--- config.mk ---
export PLATFORM = sky130hd
export DESIGN_NAME = vpc_indirect_pred
export DESIGN_NICKNAME = d
export VERILOG_FILES = /design/src/rtl/vpc_pkg.sv /design/src/rtl/vpc_hash.sv /design/src/rtl/vpc_dir_table.sv /design/src/rtl/vpc_btb.sv /design/src/rtl/vpc_indirect_pred.sv
export SDC_FILE = /design/constraint.sdc
export NUM_CORES = 1
export LEC_CHECK = 0
export BUFFER_PORTS_ARGS = -buffer_cell sky130_fd_sc_hd__buf_2
export CAP_MARGIN = 20
export CELL_PAD_IN_SITES_DETAIL_PLACEMENT = 0
export CELL_PAD_IN_SITES_GLOBAL_PLACEMENT = 1
export CORE_MARGIN = 1
export CORE_UTILIZATION = 48
export DETAILED_ROUTE_END_ITERATION = 8
export PLACE_DENSITY_LB_ADDON = 0.2
export SLEW_MARGIN = 5
export SYNTH_ARGS = -nofsm -noshare
export SYNTH_HDL_FRONTEND = slang
export SYNTH_HIERARCHICAL = 1
export SYNTH_SLANG_ARGS = --single-unit
--- constraint.sdc ---
create_clock -name clk_i -period 4.7 [get_ports clk_i]
set_input_delay 0.235 -clock clk_i [delete_from_list [all_inputs] [get_ports clk_i]]
set_output_delay 0.235 -clock clk_i [all_outputs]
set_load 0.02 [all_outputs]
--- src/rtl/vpc_pkg.sv ---
`timescale 1ns/1ps
package vpc_pkg;
  typedef enum logic [1:0] {ST_IDLE, ST_PRED, ST_TRAIN, ST_ALLOC} vpc_state_e;
  typedef enum logic [1:0] {CNT_HOLD, CNT_INC, CNT_DEC, CNT_SET_WT} cnt_op_e;

  // per-step hash constants; step 0 leaves the PC unchanged
  function automatic logic [15:0] hash_const(input int unsigned k);
    case (k)
      0:       return 16'h0000;
      1:       return 16'h5A3C;
      2:       return 16'hC3A5;
      default: return 16'h96E1;
    endcase
  endfunction
endpackage

--- src/rtl/vpc_hash.sv ---
`timescale 1ns/1ps
module vpc_hash #(
  parameter int PC_W      = 16,
  parameter int HIST_W    = 8,
  parameter int DIR_IDX_W = 6,
  parameter int BTB_IDX_W = 4,
  parameter int MAX_ITER  = 4,
  localparam int ITER_W   = $clog2(MAX_ITER)
) (
  input  logic [PC_W-1:0]           pc_i,
  input  logic [HIST_W-1:0]         hist_i,
  input  logic [ITER_W-1:0]         iter_i,
  output logic [DIR_IDX_W-1:0]      dir_idx_o,
  output logic [BTB_IDX_W-1:0]      btb_idx_o,
  output logic [PC_W-BTB_IDX_W-1:0] btb_tag_o
);
  logic [PC_W-1:0]   const_tbl [MAX_ITER];
  logic [PC_W-1:0]   vpc;
  logic [HIST_W-1:0] vhist;

  for (genvar g = 0; g < MAX_ITER; g++) begin : g_const
    assign const_tbl[g] = PC_W'(vpc_pkg::hash_const(g));
  end

  assign vpc       = pc_i ^ const_tbl[iter_i];
  assign vhist     = hist_i << iter_i;
  assign dir_idx_o = vpc[DIR_IDX_W-1:0] ^ vhist[DIR_IDX_W-1:0];
  assign btb_idx_o = vpc[BTB_IDX_W-1:0];
  assign btb_tag_o = vpc[PC_W-1:BTB_IDX_W];
endmodule

--- src/rtl/vpc_dir_table.sv ---
`timescale 1ns/1ps
module vpc_dir_table
  import vpc_pkg::*;
#(
  parameter int IDX_W  = 6,
  localparam int DEPTH = 1 << IDX_W
) (
  input  logic             clk_i,
  input  logic             rst_ni,
  input  logic [IDX_W-1:0] idx_i,
  input  cnt_op_e          op_i,
  output logic [1:0]       cnt_o
);
  logic [1:0] cnt_q [DEPTH];
  logic [1:0] cnt_d;

  assign cnt_o = cnt_q[idx_i];

  always_comb begin
    cnt_d = cnt_o;
    case (op_i)
      CNT_INC:    if (cnt_o != 2'd3) cnt_d = cnt_o + 2'd1;
      CNT_DEC:    if (cnt_o != 2'd0) cnt_d = cnt_o - 2'd1;
      CNT_SET_WT: cnt_d = 2'd2;
      default:    cnt_d = cnt_o;
    endcase
  end

  always_ff @(posedge clk_i or negedge rst_ni) begin
    if (!rst_ni) begin
      for (int i = 0; i < DEPTH; i++) cnt_q[i] <= 2'd1;
    end else if (op_i != CNT_HOLD) begin
      cnt_q[idx_i] <= cnt_d;
    end
  end

  p_alloc_weak_taken_r9: assert property (@(posedge clk_i) disable iff (!rst_ni)
    (op_i == CNT_SET_WT) |=> cnt_q[$past(idx_i)] == 2'd2);
  p_dec_never_wraps_r8: assert property (@(posedge clk_i) disable iff (!rst_ni)
    (op_i == CNT_DEC && cnt_o == 2'd0) |=> cnt_q[$past(idx_i)] == 2'd0);
endmodule

--- src/rtl/vpc_btb.sv ---
`timescale 1ns/1ps
module vpc_btb #(
  parameter int IDX_W  = 4,
  parameter int TAG_W  = 12,
  parameter int TGT_W  = 16,
  localparam int DEPTH = 1 << IDX_W
) (
  input  logic             clk_i,
  input  logic             rst_ni,
  input  logic [IDX_W-1:0] idx_i,
  input  logic [TAG_W-1:0] tag_i,
  output logic             vld_o,
  output logic             hit_o,
  output logic [TGT_W-1:0] tgt_o,
  input  logic             we_i,
  input  logic [TGT_W-1:0] wtgt_i
);
  logic             vld_q [DEPTH];
  logic [TAG_W-1:0] tag_q [DEPTH];
  logic [TGT_W-1:0] tgt_q [DEPTH];

  assign vld_o = vld_q[idx_i];
  assign hit_o = vld_o && (tag_q[idx_i] == tag_i);
  assign tgt_o = tgt_q[idx_i];

  always_ff @(posedge clk_i or negedge rst_ni) begin
    if (!rst_ni) begin
      for (int i = 0; i < DEPTH; i++) begin
        vld_q[i] <= 1'b0;
        tag_q[i] <= '0;
        tgt_q[i] <= '0;
      end
    end else if (we_i) begin
      vld_q[idx_i] <= 1'b1;
      tag_q[idx_i] <= tag_i;
      tgt_q[idx_i] <= wtgt_i;
    end
  end

  p_fill_sets_valid_r9: assert property (@(posedge clk_i) disable iff (!rst_ni)
    we_i |=> vld_q[$past(idx_i)]);
endmodule

--- src/rtl/vpc_indirect_pred.sv ---
`timescale 1ns/1ps
module vpc_indirect_pred
  import vpc_pkg::*;
#(
  parameter int PC_W      = 16,
  parameter int HIST_W    = 8,
  parameter int DIR_IDX_W = 6,
  parameter int BTB_IDX_W = 4,
  parameter int MAX_ITER  = 4,
  localparam int ITER_W   = $clog2(MAX_ITER),
  localparam int TAG_W    = PC_W - BTB_IDX_W
) (
  input  logic              clk_i,
  input  logic              rst_ni,
  input  logic              req_valid_i,
  input  logic [PC_W-1:0]   req_pc_i,
  input  logic [HIST_W-1:0] req_hist_i,
  input  logic              rsv_valid_i,
  input  logic [PC_W-1:0]   rsv_pc_i,
  input  logic [HIST_W-1:0] rsv_hist_i,
  input  logic [PC_W-1:0]   rsv_target_i,
  output logic              busy_o,
  output logic              pred_valid_o,
  output logic              pred_hit_o,
  output logic [PC_W-1:0]   pred_target_o
);
  localparam logic [ITER_W-1:0] LAST_ITER = ITER_W'(MAX_ITER - 1);

  vpc_state_e        state_q;
  logic [ITER_W-1:0] iter_q, free_q;
  logic              free_ok_q;
  logic [PC_W-1:0]   pc_q, tgt_q;
  logic [HIST_W-1:0] hist_q;

  logic [DIR_IDX_W-1:0] dir_idx;
  logic [BTB_IDX_W-1:0] btb_idx;
  logic [TAG_W-1:0]     btb_tag;
  logic [1:0]           cnt;
  logic                 btb_vld, btb_hit, btb_we, tgt_eq, at_last;
  logic [PC_W-1:0]      btb_tgt;
  cnt_op_e              cnt_op;

  vpc_hash #(
    .PC_W(PC_W), .HIST_W(HIST_W), .DIR_IDX_W(DIR_IDX_W),
    .BTB_IDX_W(BTB_IDX_W), .MAX_ITER(MAX_ITER)
  ) u_hash (
    .pc_i(pc_q), .hist_i(hist_q), .iter_i(iter_q),
    .dir_idx_o(dir_idx), .btb_idx_o(btb_idx), .btb_tag_o(btb_tag)
  );

  vpc_dir_table #(.IDX_W(DIR_IDX_W)) u_dir (
    .clk_i(clk_i), .rst_ni(rst_ni), .idx_i(dir_idx), .op_i(cnt_op), .cnt_o(cnt)
  );

  vpc_btb #(.IDX_W(BTB_IDX_W), .TAG_W(TAG_W), .TGT_W(PC_W)) u_btb (
    .clk_i(clk_i), .rst_ni(rst_ni), .idx_i(btb_idx), .tag_i(btb_tag),
    .vld_o(btb_vld), .hit_o(btb_hit), .tgt_o(btb_tgt),
    .we_i(btb_we), .wtgt_i(tgt_q)
  );

  assign at_last = (iter_q == LAST_ITER);
  assign tgt_eq  = btb_hit && (btb_tgt == tgt_q);
  assign btb_we  = (state_q == ST_ALLOC);
  assign busy_o  = (state_q != ST_IDLE);

  always_comb begin
    case (state_q)
      ST_TRAIN: cnt_op = tgt_eq ? CNT_INC : CNT_DEC;
      ST_ALLOC: cnt_op = CNT_SET_WT;
      default:  cnt_op = CNT_HOLD;
    endcase
  end

  always_ff @(posedge clk_i or negedge rst_ni) begin
    if (!rst_ni) begin
      state_q       <= ST_IDLE;
      iter_q        <= '0;
      free_q        <= '0;
      free_ok_q     <= 1'b0;
      pc_q          <= '0;
      hist_q        <= '0;
      tgt_q         <= '0;
      pred_valid_o  <= 1'b0;
      pred_hit_o    <= 1'b0;
      pred_target_o <= '0;
    end else begin
      pred_valid_o <= 1'b0;
      case (state_q)
        ST_IDLE: begin
          iter_q    <= '0;
          free_ok_q <= 1'b0;
          if (rsv_valid_i) begin
            state_q <= ST_TRAIN;
            pc_q    <= rsv_pc_i;
            hist_q  <= rsv_hist_i;
            tgt_q   <= rsv_target_i;
          end else if (req_valid_i) begin
            state_q <= ST_PRED;
            pc_q    <= req_pc_i;
            hist_q  <= req_hist_i;
          end
        end
        ST_PRED: begin
          if (!btb_hit || cnt[1] || at_last) begin
            state_q       <= ST_IDLE;
            pred_valid_o  <= 1'b1;
            pred_hit_o    <= btb_hit && cnt[1];
            pred_target_o <= btb_tgt;
          end else begin
            iter_q <= iter_q + 1'b1;
          end
        end
        ST_TRAIN: begin
          if (tgt_eq) begin
            state_q <= ST_IDLE;
          end else begin
            if (!btb_vld && !free_ok_q) begin
              free_q    <= iter_q;
              free_ok_q <= 1'b1;
            end
            if (at_last) begin
              state_q <= ST_ALLOC;
              // slot for the new target: first empty step, else the last one
              iter_q  <= free_ok_q ? free_q : iter_q;
            end else begin
              iter_q <= iter_q + 1'b1;
            end
          end
        end
        default: state_q <= ST_IDLE;
      endcase
    end
  end

  p_result_single_pulse_r7: assert property (@(posedge clk_i) disable iff (!rst_ni)
    pred_valid_o |=> !pred_valid_o);
  p_result_after_busy_r7: assert property (@(posedge clk_i) disable iff (!rst_ni)
    $rose(pred_valid_o) |-> ($past(busy_o) && !busy_o));
  p_resolve_wins_r8: assert property (@(posedge clk_i) disable iff (!rst_ni)
    (!busy_o && rsv_valid_i) |=> (busy_o && !pred_valid_o));
  p_training_silent_r8: assert property (@(posedge clk_i) disable iff (!rst_ni)
    (state_q == ST_TRAIN || state_q == ST_ALLOC) |=> !pred_valid_o);
  p_request_taken_r2: assert property (@(posedge clk_i) disable iff (!rst_ni)
    (!busy_o && req_valid_i) |=> busy_o);
endmodule

==> results by group, run 1 <==
Outcome
  • Status: complete, but fails checks
  • Failing checks: negative setup slack

Worst hold path
  • Hold WC Path Type: in2reg

Yosys
  • Syn Inst Count: 2079
  • Syn Nets: 2156
  • Cell area after synthesis: 31160 µm²
  • YS warnings: 6
  • Mean Syn Cell Area: 14.99 µm²

Timing
  • Slew Limit Headroom: 0.3299
  • RSZ-0062 raised after global routing: true
  • Min cycle time layout: slightly below 5 ns
  • Period Utilization, post-route: 1.026
  • Hold slack: 0.02445 ns
  • Slew Limit Fails: 0
  • Final setup margin: -0.1227 ns
  • Max Clk Rate: 207.4 MHz
  • Tightest Pin Transition: 1.003 ns
  • Max Clock Skew: between 0.02 and 0.03 ns
  • Final setup vio count: 123
  • Final hold vios: 0

Place
  • Detail Placement HPWL: between 40000 and 50000 µm
  • RePlAce Congestion: 0.8347
  • # port buffers: 82
  • Pre-CTS setup slack: -0.7062 ns

Pwr
  • Power per cell area: 877.3 nW/µm²
  • Leakage: ~0.017 µW
  • Peak supply drop: 0.6947 mV

CTS
  • Clk buf depth: 3
  • CTS tree: built
  • CTS sink count: about 660
  • Reg clk slew, reported paths: 0.06 ns
  • Htree depth: 3
  • Worst-Skew Late Latency: 0.62 ns
  • Clock root buffer: clkbuf_16
  • Cts bufs inserted: 72

Worst setup path
  • CP bufs+invs: 7
  • Max incr delay on CP: 0.50 ns
  • CP max-delay cell: mux4_2
  • Critical path type: reg2reg
  • CP Cell Sequence: buf_6 > xor2_4 > buf_12 > buf_16 > buf_12 > mux4_2 > mux4_2 > xnor2_2 > nand4_1 > nor4_4 > o211a_1 > nand3_2 > buf_6 > o21ai_4 > nand2b_4 > buf_6 > nor2_4 > or2_4 > nor2_4 > buf_6 > nand3_4 > mux2_4
  • CP startpoint kind: flop
  • CP max FO: 8
  • Worst path required time: approximately 5.2 ns
  • Crit. End Element: flop
  • Critical Path AT: 5.31 ns
  • Most common cell type on the critical path: buf_6
  • Crit-path leading delay family: multiplexers

Routing
  • Vias: 18960
  • Post-route DRC: 0
  • Via density: 5.823
  • Drt total wl: 81510 µm
  • Post-route ant nets: 0
  • First DRT Iteration DRCs: ~1300
  • Wire per inst: 25.03 µm
  • Router iterations before antenna repair: 5

Floorplan
  • Floorplan Core Area: 64350 µm²
  • Initial Util: 0.4843
  • Die ar.: 65940 µm²
  • Row cnt: 93
  • Chip Width: ~260 µm
  • Die Height: roughly 260 µm
  • I/O Pins: 87

GRT
  • Vias in the first global route: 20520
  • Total global-route track usage: 0.2525
  • Grt total ovfl: 0
  • Pin count of the biggest net entering global routing: 142
  • Initial antenna violation count: 0
  • Global-route wire length before repair: between 100000 and 150000 µm

Final layout
  • P&R area growth vs syn: 22.32%
  • Storage element area: 16470 µm²
  • Fillers: 4905
  • Final core occ: 0.5924
  • Proportion of layout cells with a drive suffix above 1: 0.5656
  • Fin nets: between 2000 and 2500
  • Multi-input logic area: 14770 µm²

Job
  • Max-Cap Viols: 0
-- layout by cell type, fill, tap and decap left out, drive strengths merged, types with 6 or more instances in the layout --
cell           n
mux2i         53
ha             9
a22oi          6
nand2         71
nand2b         8
a211oi         6
nor2b          7
bufinv         6
mux4         155
buf          293
nor2          82
a22o           7
xnor2         11
xor2          38
dfstp         64
nor3           7
a221oi         8
dfrtp        591
inv           24
clkbuf       108
o211ai         6
o21ai         45
or2           14
mux2         605
a21oi         10
clkinv        15
nand3         19
dlygate4sd3   57
-- tightest hold or removal path, delay by kind of cell --
kind	cells	cell delay (ns)
multiplexers	1	0.08
buffers and inverters	1	0.07
AO/OA/AOI/OAI	1	0.19
-- report_power, final --
group          internal (µW)  total [µW]  leakage [µW]  switching, µW
clock network           3330        5630       0.00114           2300
registers               7880        9400       0.00854           1520
logic                   9360       18400       0.00763           9050
-- cell type report --
cell class | instances | area share
antenna | 1 | 0.00006565
clock buffer | 106 | 0.05324
tap | 855 | 0.02806
sequential | 655 | 0.4322
clock inverter | 24 | 0.007845
inverter | 22 | 0.002232
multi-input combinational | 1241 | 0.3875
timing repair buffer | 353 | 0.08882
-- layer usage --
metal,share of wire,global-route usage,vias to the layer above
met5,0,0,-
met4,0.017,0.06200,0
met3,0.044,0.03470,106
met2,0.49,0.4124,450
met1,0.45,0.3576,10210
li1,-,-,8194
-- flip-flops by register name (all words and copies together) (netlist names) --
signal and cells:
tgt_q 16, pred_hit_o 1, state_q 2, hist_q 6, pc_q 16, iter_q 2, free_q 2, pred_valid_o 1
u_btb/tgt_q 256, u_dir/cnt_q 128, pred_target_o 16, u_btb/vld_q 16, free_ok_q 1, u_btb/tag_q 192
-- final timing paths --
check	endpoint	startpoint	cells after the start	slack, ns
hold reg to reg	u_btb/vld_q[3]	u_btb/vld_q[3]	1	0.46
setup reg to reg	u_dir/cnt_q[119]	iter_q[1]	22	-0.12
max in group asynchronous	u_btb/tag_q[171]	rst_ni	3	3.13
hold / removal	pc_q[9]	req_pc_i[9]	3	0.02
setup / recovery	u_dir/cnt_q[119]	iter_q[1]	22	-0.12
min in group asynchronous	u_btb/tag_q[132]	rst_ni	2	0.24
-- stage by stage --
stage / cells / total power, µW / setup TNS [ns] / area (µm²)
final: 3257 / 33440 / -9.750 / 38120
after global routing: 3256 / 35090 / -29.10 / 38120
after CTS: 3255 / 33350 / -9.048 / 37800
after detailed placement: 3029 / 24100 / -69.43 / 33540
after global placement: 3029 / 23780 / -72.55 / 33540
after floorplan: 2079 / 18970 / 0 / 31200
-- timing repair --
action | in CTS | in global routing
hold buffers | 57 | 0
gates resized for setup | 211 | 82
pin swaps | 16 | 18
endpoints found under the hold margin | 128 | 0
setup endpoints to repair | 146 | 146
buffers inserted | 27 | 4
cloned | 13 | 3
No activity file was read; power rests on OpenSTA's default activity.
==> run 2, diff against run 1 <==
--- a/config.mk
+++ b/config.mk
@@ -5,7 +5,7 @@
 export SDC_FILE = /design/constraint.sdc
 export NUM_CORES = 1
 export LEC_CHECK = 0
-export BUFFER_PORTS_ARGS = -buffer_cell sky130_fd_sc_hd__buf_2
+export BUFFER_PORTS_ARGS = -buffer_cell sky130_fd_sc_hd__clkbuf_2
 export CAP_MARGIN = 20
 export CELL_PAD_IN_SITES_DETAIL_PLACEMENT = 0
 export CELL_PAD_IN_SITES_GLOBAL_PLACEMENT = 1
==> run 2 against run 1 <==
  * The run still ends with negative setup slack left
  * Largest cell class unchanged
  * Sequential share of layout area is 0.054 points higher
  * Critical path depth fell by 2
  * First-iteration DRC count down 6.6%
  * Cell count barely moved
  * Utilization shrank 0.074 points
==> results by group, run 2 (synthesis results as in run 1) <==
Outcome
  • Status: complete, but fails checks
  • Failing checks: negative setup slack

GRT
  • GR Layer Usage met3: 0.03163 (-0.003064)
  • Pin count of the biggest net entering global routing: 150 (+5.6%)
  • Vias in the first global route: 20290 (-1.1%)
  • Total global-route track usage: 0.2450 (-0.007449)
  • Global-route wire length before repair: 124000 µm (-2.6%)
  • Busiest grt layer: met2
  • GR Util met2: 0.3969 (-0.01547)
  • Initial antenna violation count: 0 (unchanged)
  • Grt total ovfl: 0 (unchanged)
  • M1 GR Usage: 0.3485 (-0.009026)

Pwr
  • Power per cell area: 868.7 nW/µm² (-0.98%)
  • Peak supply drop: 0.7525 mV (+8.3%)
  • Leakage: 0.01726 µW (-0.30%)
  • Power Total: 33070 µW (-1.1%)

Routing
  • Via density: 5.781 (-0.71%)
  • Drt total wl: 80550 µm (-1.2%)
  • First DRT Iteration DRCs: 1181 (-6.6%)
  • Router iterations before antenna repair: 5 (unchanged)
  • Wire per inst: 24.74 µm (-1.2%)
  • Post-route ant nets: 0 (unchanged)
  • Post-route DRC: 0 (unchanged)
  • Vias: 18820 (-0.74%)

Worst hold path
  • Hold WC Path Type: in2reg

Timing
  • Final setup vio count: 46 (-63%)
  • Tightest Pin Transition: 1.094 ns (+0.09075 ns)
  • Final setup margin: -0.06099 ns (+0.06175 ns)
  • Max Clock Skew: 0.02373 ns (-0.002124 ns)
  • Max Clk Rate: 210.0 MHz (+1.3%)
  • RSZ-0062 raised after global routing: true
  • Slew Limit Fails: 0 (unchanged)
  • Hold slack: 0.01487 ns (-0.009576 ns)
  • Min cycle time layout: 4.761 ns (-0.06175 ns)
  • Period Utilization, post-route: 1.013 (-0.01314)
  • Slew Limit Headroom: 0.2684 (-0.06149)
  • Final hold vios: 0 (unchanged)

Final layout
  • Fin nets: 2427 (+0.21%)
  • Most frequent cells in the layout: 590 x dfrtp_1, 543 x mux2_2, 143 x buf_4
  • Finished Layout Cells: 3256 (-0.031%)
  • Final Cell Area: 38070 µm² (-0.12%)
  • Fillers: 4972 (+1.4%)
  • Largest regs: u_btb/tgt_q (256), u_btb/tag_q (192), u_dir/cnt_q (128)
  • Max reg flops: 256 (unchanged)
  • Commonest non-fill, non-tap cell in the layout: dfrtp_1
  • Proportion of layout cells with a drive suffix above 1: 0.5635 (-0.002082)
  • Antenna cells: 0 (-1)
  • Largest reg by FF count: u_btb/tgt_q
  • P&R area growth vs syn: 22.17%

Job
  • Max-Cap Viols: 0 (unchanged)

Place
  • Detail Placement HPWL: 48680 µm (-1.0%)
  • Area after DPL: 33630 µm² (+0.27%)
  • # port buffers: 82 (unchanged)
  • Pre-CTS setup slack: -0.5563 ns (+0.1499 ns)
  • RePlAce Congestion: 0.8229 (-1.4%)
  • Placed cells: 3026 (-0.099%)

Worst setup path
  • CP bufs+invs: 4 (-3)
  • Max incr delay on CP: 0.50 ns (about the same)
  • Critical path type: reg2reg
  • Worst path required time: 5.20 ns (+0.02 ns)
  • Critical Path AT: 5.26 ns (-0.05 ns)
  • CP max FO: 6 (-2)
  • CP max-delay cell: mux4_2
  • CP Cell Sequence: buf_6 > xor2_4 > buf_12 > buf_12 > buf_12 > mux4_2 > mux4_2 > xnor2_1 > nand4_1 > nor4_2 > o211a_1 > nand3_2 > nor2_2 > a21o_1 > nor2_4 > or2_4 > nor2_4 > nand2_8 > nor2_4 > mux2_4
  • Crit-path leading delay family: simple AND/OR/NAND/NOR gates
  • Crit. End Element: flop
  • CP startpoint kind: flop

Floorplan
  • Floorplan Core Area: 64350 µm² (unchanged)
  • Chip Width: 256.8 µm (unchanged)
  • Initial Util: 0.4843 (unchanged)
  • Row cnt: 93 (unchanged)
  • I/O Pins: 87 (unchanged)
  • Die ar.: 65940 µm² (unchanged)
  • Die Height: 256.8 µm (unchanged)

CTS
  • Htree depth: 3 (unchanged)
  • Clk buf depth: 3 (unchanged)
  • CTS sink count: 655 (unchanged)
  • CTS tree: built
  • Cts bufs inserted: 73 (+1.4%)
  • Worst-Skew Late Latency: 0.62 ns (about the same)
  • Reg clk slew, reported paths: 0.06 ns (about the same)
  • Clock root buffer: clkbuf_16
-- run 2: cell count changes in the layout (fill, tap and decap cells not counted), sizes merged --
cell	before	now
clkbuf	108	202
clkinv	15	7
xor2	38	36
clkinvlp	1	0
diode	1	0
bufinv	6	5
dlygate4sd3	57	58
buf	293	211
bufbuf	1	0
-- run 2: area by class of cell --
cell class              instances  area [µm²]  share of cell area
flip-flops and latches        655       16470              0.4327
multi-input cells            1239       14550              0.3822
repair buffers                359        3506             0.09209
clock buffers                 112        2146             0.05636
well taps                     855        1070             0.02810
clock inverters                14       240.2            0.006310
inverters                      22       85.08            0.002235
-- run 2: per-stage QoR --
stage / utilization / TNS (ns)
2_1_floorplan: - / 0
3_3_place_gp: 0.5226 / -47.14
3_5_place_dp: 0.5226 / -44.86
4_1_cts: 0.5801 / -0.9944
5_1_grt: 0.5917 / -20.17
6_report: 0.5917 / -0.7461
-- run 2: routing by layer --
layer	share of wire	vias to the layer above
met5	0	-
met2	0.49	408
met4	0.022	0
met1	0.45	10090
met3	0.039	122
li1	-	8200
-- run 2: what timing repair did --
item	CTS	global route
endpoints found under the setup margin	128	148
gates cloned	4	12
setup buffers	28	10
gates resized for setup	106	108
hold endpoints to repair	128	0
hold buffers	58	0
pin swaps	16	17
-- run 2: tightest hold or removal path: stages --
cell      delay [ns]
clkbuf_2        0.08
mux2i_1         0.08
o21ai_0         0.18
-- run 2: final timing paths --
kind	slack (ns)	startpoint	endpoint	cells after the start
setup reg to reg	-0.06	iter_q[1]	u_dir/cnt_q[7]	20
max in group asynchronous	3.13	rst_ni	u_btb/tgt_q[133]	3
hold reg to reg	0.46	u_btb/vld_q[6]	u_btb/vld_q[6]	1
hold / removal	0.01	req_pc_i[11]	pc_q[11]	3
setup / recovery	-0.06	iter_q[1]	u_dir/cnt_q[7]	20
min in group asynchronous	0.28	rst_ni	pc_q[12]	2
-- run 2: where the power goes --
group,switching [µW],total [µW],internal [µW]
Sequential,1480,9360,7880
Clock,2300,5720,3420
Combinational,8900,18000,9090
